--- config.mk ---
export PLATFORM = sky130hd
export DESIGN_NAME = dual_tape_reader
export DESIGN_NICKNAME = d
export VERILOG_FILES = /design/src/rtl/tape_pkg.sv /design/src/rtl/tape_sel_decode.sv /design/src/rtl/tape_lane.sv /design/src/rtl/dual_tape_reader.sv
export SDC_FILE = /design/constraint.sdc
export NUM_CORES = 1
export LEC_CHECK = 0
export BUFFER_PORTS_ARGS = -buffer_cell sky130_fd_sc_hd__buf_2
export CORE_ASPECT_RATIO = 2
export CORE_MARGIN = 2
export CORE_UTILIZATION = 56
export DETAILED_ROUTE_END_ITERATION = 12
export PLACE_DENSITY = 0.82
export SETUP_SLACK_MARGIN = 0.5
export SLEW_MARGIN = 0
export SYNTH_ARGS = -nofsm -noshare
export SYNTH_HDL_FRONTEND = slang
export SYNTH_SLANG_ARGS = --single-unit
--- constraint.sdc ---
create_clock -name clk -period 2.7 [get_ports clk]
set_clock_uncertainty 0.15 [all_clocks]
set_input_delay 0.54 -clock clk [delete_from_list [all_inputs] [get_ports clk]]
set_output_delay 0.54 -clock clk [all_outputs]
set_load 0.05 [all_outputs]
--- src/rtl/tape_pkg.sv ---
package tape_pkg;
    localparam int NUM_TAPES = 2;

    typedef enum logic {
        ST_IDLE  = 1'b0,
        ST_REPLY = 1'b1
    } rd_state_e;
endpackage

--- src/rtl/tape_sel_decode.sv ---
module tape_sel_decode #(
    parameter int W = 16
) (
    input  logic [W-1:0]                    sel,
    output logic [tape_pkg::NUM_TAPES-1:0] hit
);
    always_comb begin
        for (int t = 0; t < tape_pkg::NUM_TAPES; t++) begin
            hit[t] = (sel == W'(t));
        end
    end
endmodule

--- src/rtl/tape_lane.sv ---
module tape_lane #(
    parameter int W     = 16,
    parameter int DEPTH = 16,
    localparam int AW   = (DEPTH > 1) ? $clog2(DEPTH) : 1,
    localparam int PW   = $clog2(DEPTH + 1)
) (
    input  logic          clk,
    input  logic          rst,
    input  logic          wr_en,
    input  logic [W-1:0]  wr_data,
    input  logic          pop,
    output logic [W-1:0]  head_word,
    output logic          avail,
    output logic          exhausted,
    output logic [PW-1:0] ptr
);
    logic [W-1:0]  mem_q [DEPTH];
    logic [PW-1:0] len_q = '0;
    logic [PW-1:0] ptr_q;
    logic          exh_q;

    // Append port: contents and length survive reset.
    always_ff @(posedge clk) begin
        if (wr_en && (len_q < PW'(DEPTH))) begin
            mem_q[len_q[AW-1:0]] <= wr_data;
            len_q                <= len_q + PW'(1);
        end
    end

    assign avail     = !exh_q && (ptr_q < len_q);
    assign head_word = mem_q[ptr_q[AW-1:0]];

    always_ff @(posedge clk) begin
        if (rst) begin
            ptr_q <= '0;
            exh_q <= 1'b0;
        end else if (pop) begin
            if (avail) begin
                ptr_q <= ptr_q + PW'(1);
            end else begin
                exh_q <= 1'b1;
            end
        end
    end

    assign exhausted = exh_q;
    assign ptr       = ptr_q;
endmodule

--- src/rtl/dual_tape_reader.sv ---
module dual_tape_reader #(
    parameter int W     = 16,
    parameter int DEPTH = 16
) (
    input  logic         clk,
    input  logic         rst,
    input  logic         wr_en,
    input  logic         wr_tape,
    input  logic [W-1:0] wr_data,
    input  logic         rd_req,
    input  logic [W-1:0] rd_sel,
    output logic [W-1:0] rd_word,
    output logic         rd_flag,
    output logic         rd_valid
);
    import tape_pkg::*;

    localparam int PW = $clog2(DEPTH + 1);

    logic [NUM_TAPES-1:0]         sel_hit;
    logic [NUM_TAPES-1:0]         lane_avail;
    logic [NUM_TAPES-1:0]         lane_exh;
    logic [NUM_TAPES-1:0][W-1:0]  lane_word;
    logic [NUM_TAPES-1:0][PW-1:0] lane_ptr;

    rd_state_e state_q, state_d;
    logic [W-1:0] word_d;
    logic         flag_d;

    tape_sel_decode #(.W(W)) u_dec (
        .sel (rd_sel),
        .hit (sel_hit)
    );

    for (genvar t = 0; t < NUM_TAPES; t++) begin : g_lane
        tape_lane #(.W(W), .DEPTH(DEPTH)) u_lane (
            .clk       (clk),
            .rst       (rst),
            .wr_en     (wr_en && (wr_tape == 1'(t))),
            .wr_data   (wr_data),
            .pop       (rd_req && sel_hit[t]),
            .head_word (lane_word[t]),
            .avail     (lane_avail[t]),
            .exhausted (lane_exh[t]),
            .ptr       (lane_ptr[t])
        );
    end

    // Next state.
    always_comb begin
        state_d = ST_IDLE;
        unique case (state_q)
            ST_IDLE:  state_d = rd_req ? ST_REPLY : ST_IDLE;
            ST_REPLY: state_d = rd_req ? ST_REPLY : ST_IDLE;
        endcase
    end

    // State register.
    always_ff @(posedge clk) begin
        if (rst) state_q <= ST_IDLE;
        else     state_q <= state_d;
    end

    // Reply selection: an unmatched or empty tape yields zero with flag set.
    always_comb begin
        word_d = '0;
        flag_d = 1'b1;
        for (int t = 0; t < NUM_TAPES; t++) begin
            if (sel_hit[t] && lane_avail[t]) begin
                word_d = lane_word[t];
                flag_d = 1'b0;
            end
        end
    end

    // Output process.
    always_ff @(posedge clk) begin
        if (rst) begin
            rd_word <= '0;
            rd_flag <= 1'b0;
        end else if (rd_req) begin
            rd_word <= word_d;
            rd_flag <= flag_d;
        end
    end

    assign rd_valid = (state_q == ST_REPLY);
endmodule

* After elaboration in Yosys (flattened, before gate mapping) *
Memories as Yosys holds them, arrays and structs flattened. A register that Yosys moved wholly into a read port is not among the register bits.
Cells that the tools add are included.

word-level totals
  logic and storage cells = 53
  memories kept = 2
  register bits = 40
  output and inout port bits = 18
  RAM bits = 512

cells by class
  equal/unequal tests = 1
  muxes and demuxes = 13
  bitwise gates (word level) = 3
  add/sub/neg operators = 4
  $lt $le $gt $ge = 4
  reduce and logical (&&, ||, !) cells = 17

memories
  memory                  depth  bits a word  read ports  clocked after memory_dff  wr ports  RTL line         RTL
  g_lane[0].u_lane.mem_q  16     16           1           1                         1         tape_lane.sv:17  logic [W-1:0] mem_q [DEPTH];
  g_lane[1].u_lane.mem_q  16     16           1           1                         1         tape_lane.sv:17

operators by type and width
  kind                                                   number
  2-to-1 mux 16 bit                                      2
  adder 5 x 1 -> 5 bit (second input constant)           4
  equality test 16 x 1 -> 1 bit (second input constant)  1
  zero test 16 bit                                       1
  2-to-1 mux 4 bit                                       4
  logical AND 1 bit                                      10
  less-than comparator 5 bit                             2
  less-than comparator 5 bit (second input constant)     2
  AND reduction 2 bit                                    4
  2-to-1 mux 1 bit                                       7
  NOT 1 bit                                              3
  zero test 1 bit                                        2

* Logic depth before layout (Yosys ltp) *
  word-level depth = 5
  depth in mapped cells = 9

* Cells and area by module *
A second synthesis with hierarchy kept.

unflattened totals
  cells, all modules = 1,087
  area total of the unflattened synthesis = 22,288.9 sq um

modules (own cells, without submodules)
  module            area an instance (sq um)  instances  seq. area each (sq um)  cells an instance
  tape_lane         10,691.5                  2          8,037.7                 488
  dual_tape_reader  849.6                     1          360.3                   104
  tape_sel_decode   56.3                      1          0.0                     7

* Least setup slack after synthesis *
Ideal clock, no wire load.

  path type = input to register
  start point = in wr_en
  end point = mem g_lane[1].u_lane.mem_q[2][0] (enable)
  stages = 4
  buffers on the path = 1
  data arrival time = 2.253 ns
  data required time = 2.141 ns
  path slack = -0.112 ns
  setup time = 0.409 ns
  cell sequence = and3_1 -> clkbuf_1 -> nand2_1 -> nor3_1

on the way
  cells in the longest elaborated chain, start to end = 4

ends and longest elaborated chain
  element                                 RTL line                RTL
  from (decl)                             dual_tape_reader.sv:7   input logic wr_en,
  logical AND 1 bit                       dual_tape_reader.sv:39  .wr_en (wr_en && (wr_tape == 1'(t))),
  logical AND 1 bit                       tape_lane.sv:24         if (wr_en && (len_q < PW'(DEPTH))) begin
  2-to-1 mux 1 bit                        tape_lane.sv:24
  2-to-1 mux 1 bit (implied by the code)  tape_lane.sv:25         mem_q[len_q[AW-1:0]] <= wr_data;
  to (decl)                               tape_lane.sv:17

No other way between the ends.

==> flow_summary.ini <==
[clocking]
clk-insertion-delay-late_ns = 0.56
htree_levels = 2
cts.sinks = 560
cts_hold_buffers = 0
cts_buffers = 42
cts-root-buf = clkbuf_16
clock_path_buffers = 3
cts_tree = built
clkTransAtPathRegs_ns = 0.08

[sta]
relSlewSlack_pct = 56.6
hold_violations = 0
timing.fmax_ghz = 0.427
fin_crit_sh_pct = 86.7
fin_ws_ns = 0.360
min_period_ns = 2.34
rsz0062_at_grt = yes
fin_setup_tns_ns = 0
hold_ws_ns = 0.0309
worst_slew_pin_slew_ns = 0.651
setup_viol = 0
finalMaxSlewViolations = 0

[drt]
vias_per_cell = 6.43
drt_iter0_markers = 1257
wl_per_cell_um = 28.4
drcViolationCount = 0
vias = 11389
drtAntennaViolNets = 0
wl_um = 50400
dr.pass1.iters = 7

[worst_setup_path]
cp_max_fo = 7
worstPathCellList = inv_2, ha_4, a21o_1, a311o_2, buf_6, or3_4, a21oi_4
cp_data_arrival_time_ns = 2.67
rr_worst_depth = 7
rr_startpoint = g_lane[0].u_lane.len_q[4]
slowest_delay_ns = 0.45
r2r_slack_ns = 0.36
slowest_stage = edfxtp_1
worstSetupPathType = reg -> reg
critPathLaunch = g_lane[0].u_lane.len_q[4]
endpoint_kind = flip-flop
startpoint_type = flip-flop
cp.required_ns = 3.03

[logic_synthesis]
synthTopCellsByArea = edfxtp_1 72%, mux4_2 12%, dfxtp_1 3.5%, mux2i_1 1.6%, ha_1 1.0%
yosysWarnings = 0
synth_area_leader_cell = edfxtp_1
yosys.area.top_type_share_pct = 71.8
synth_edf_count = 522
postSynthCellCount = 1072
syn-num-nets = 1127
async_reset_ff_share_pct = 0
synth.distinct_cells = 45
ys_ff_latch = 560
netlist_area_um2 = 21800
ys_seq_area_share_pct = 75.3
ys.flop_type = edfxtp_1
syn_avg_cell_area_um2 = 20.4

[cells_and_area]
area_growth_pct = 15.8
antenna_cells = 0
drive_gt1_share_pct = 33.6
finalNetCount = 1273
fin_cells = 1772
fin_area_um2 = 25300

[placement]
dp_cells = 1646
io_buffers = 54
place_area_um2 = 22900
finalWeightedCongestion = 0.817
place_hpwl_um = 29200
place_worst_setup_slack_ns = 0.190

[global_routing]
grt_first_pass_wirelength_um = 73000
grt_util_all_layers_pct = 24.4
first_global_vias = 12067
antenna_found_initial = 0
grt_max_degree = 33
grt_overflow = 0

[floorplanning]
start_util_pct = 56.6
die-area_um2 = 40700
die_w_um = 144
core_um2 = 38500
rows = 102
die_h_um = 283
ios = 55

[worst_hold_path]
hp-class = in -> reg

[power]
p_leak_nw = 8.02
powerDensity_nw_per_um2 = 641
peakVddDrop_v = 0.000610

[status]
outcome = complete, no violations

[flow_run]
maxCapViolCount = 0
## registers in the layout, summed over array words and instances (netlist names), named ones only
signal	cells
rd_flag	1
g_lane.u_lane.exhausted	2
rd_valid	1
rd_word	16
g_lane.u_lane.len_q	10
g_lane.u_lane.ptr	10
g_lane.u_lane.mem_q	512
## Yosys cell counts, types with 6 or more instances
master    instances
o21bai_1         11
nand3_1          10
a21oi_1          20
o22ai_1          18
nand2_1          13
a211oi_1         21
a22oi_1          11
dfxtp_1          38
buf_4             6
mux2i_1          34
ha_1             18
mux4_2          112
buf_6             7
buf_2            12
inv_1            16
nor2b_1          15
o21ai_0           6
nor2_1           28
a221o_1          16
clkbuf_1         26
a221oi_1         10
edfxtp_1        522
and2_1           28
nor3_1           11
## power breakdown
part	switching [W]	internal (W)	total, W	leakage [nW]
clock network	0.00295	0.00350	0.00645	0.690
logic	0.000203	0.0000581	0.000261	2.32
registers	0.00000863	0.00948	0.00949	5.01
## metrics by stage
step	power, W	util [%]
2_1_floorplan	0.00975	-
3_3_place_gp	0.00989	59.5
3_5_place_dp	0.00991	59.5
4_1_cts	0.0162	64.8
5_1_grt	0.0165	65.6
6_report	0.0162	65.6
## layer usage
| metal | track usage, % | part of all wire (%) | vias up |
|---|---|---|---|
| li1 | - | - | 4726 |
| met1 | 27.3 | 33 | 5913 |
| met2 | 45.2 | 56 | 560 |
| met3 | 2.33 | 5.0 | 190 |
| met4 | 12.2 | 5.5 | 0 |
| met5 | 0 | 0 | - |
## placed cells by master (no fill, tap or decap), drive strengths merged, types with 20 or more instances in the layout
cell type | synthesis | final
and2 | 28 | 28
mux2i | 34 | 34
a211oi | 21 | 21
buf | 33 | 159
dfxtp | 38 | 38
edfxtp | 522 | 522
clkbuf | 26 | 57
a21oi | 20 | 20
mux4 | 117 | 117
nor2 | 28 | 28
## kinds of logic (layout without fill, tap and decap cells)
group,Yosys count,count (layout),share of synthesized area [%]
xor gates and xnor gates,6,6,0.241
DFF,560,560,75.3
muxes,154,154,13.9
adders and majority gates,18,18,1.03
buffers and inverters,75,255,2.05
AOI/OAI and AO/OA,133,133,4.45
and+or+nand+nor,126,126,3.05
## how the worst min path moves through the flow
stage	start	end	cells past startpoint
after floorplan	g_lane[0].u_lane.exhausted	g_lane[0].u_lane.exhausted	2
after global placement	g_lane[0].u_lane.exhausted	g_lane[0].u_lane.exhausted	2
after global routing	rst	rd_valid	2
final	rst	rd_valid	2
after CTS	rst	rd_valid	2
after detailed placement	g_lane[0].u_lane.exhausted	g_lane[0].u_lane.exhausted	2
## what timing repair did
item,in CTS,in global routing
pin swaps,19,13
gates cloned,4,1
buffers inserted,34,9
resized for setup,68,42
endpoints found under the setup margin,34,62
## area by class of cell
| type | instances | area (um^2) |
|---|---|---|
| sequential | 560 | 16500 |
| clock inverter | 22 | 214 |
| fill | 2420 | 13300 |
| inverter | 16 | 60.1 |
| multi-input combinational | 437 | 5330 |
| timing repair buffer | 161 | 1370 |
| tap | 520 | 651 |
| clock buffer | 56 | 1190 |
## critical path: cells and delay by family, from the launching register on
kind                       cells  cell delay [ns]
buffers and inverters          2             0.26
AOI/OAI and AO/OA              3             0.81
and+or+nand+nor                1             0.37
adders and majority gates      1             0.21
DFF                            1             0.45
(Power assumes the default switching activity.)
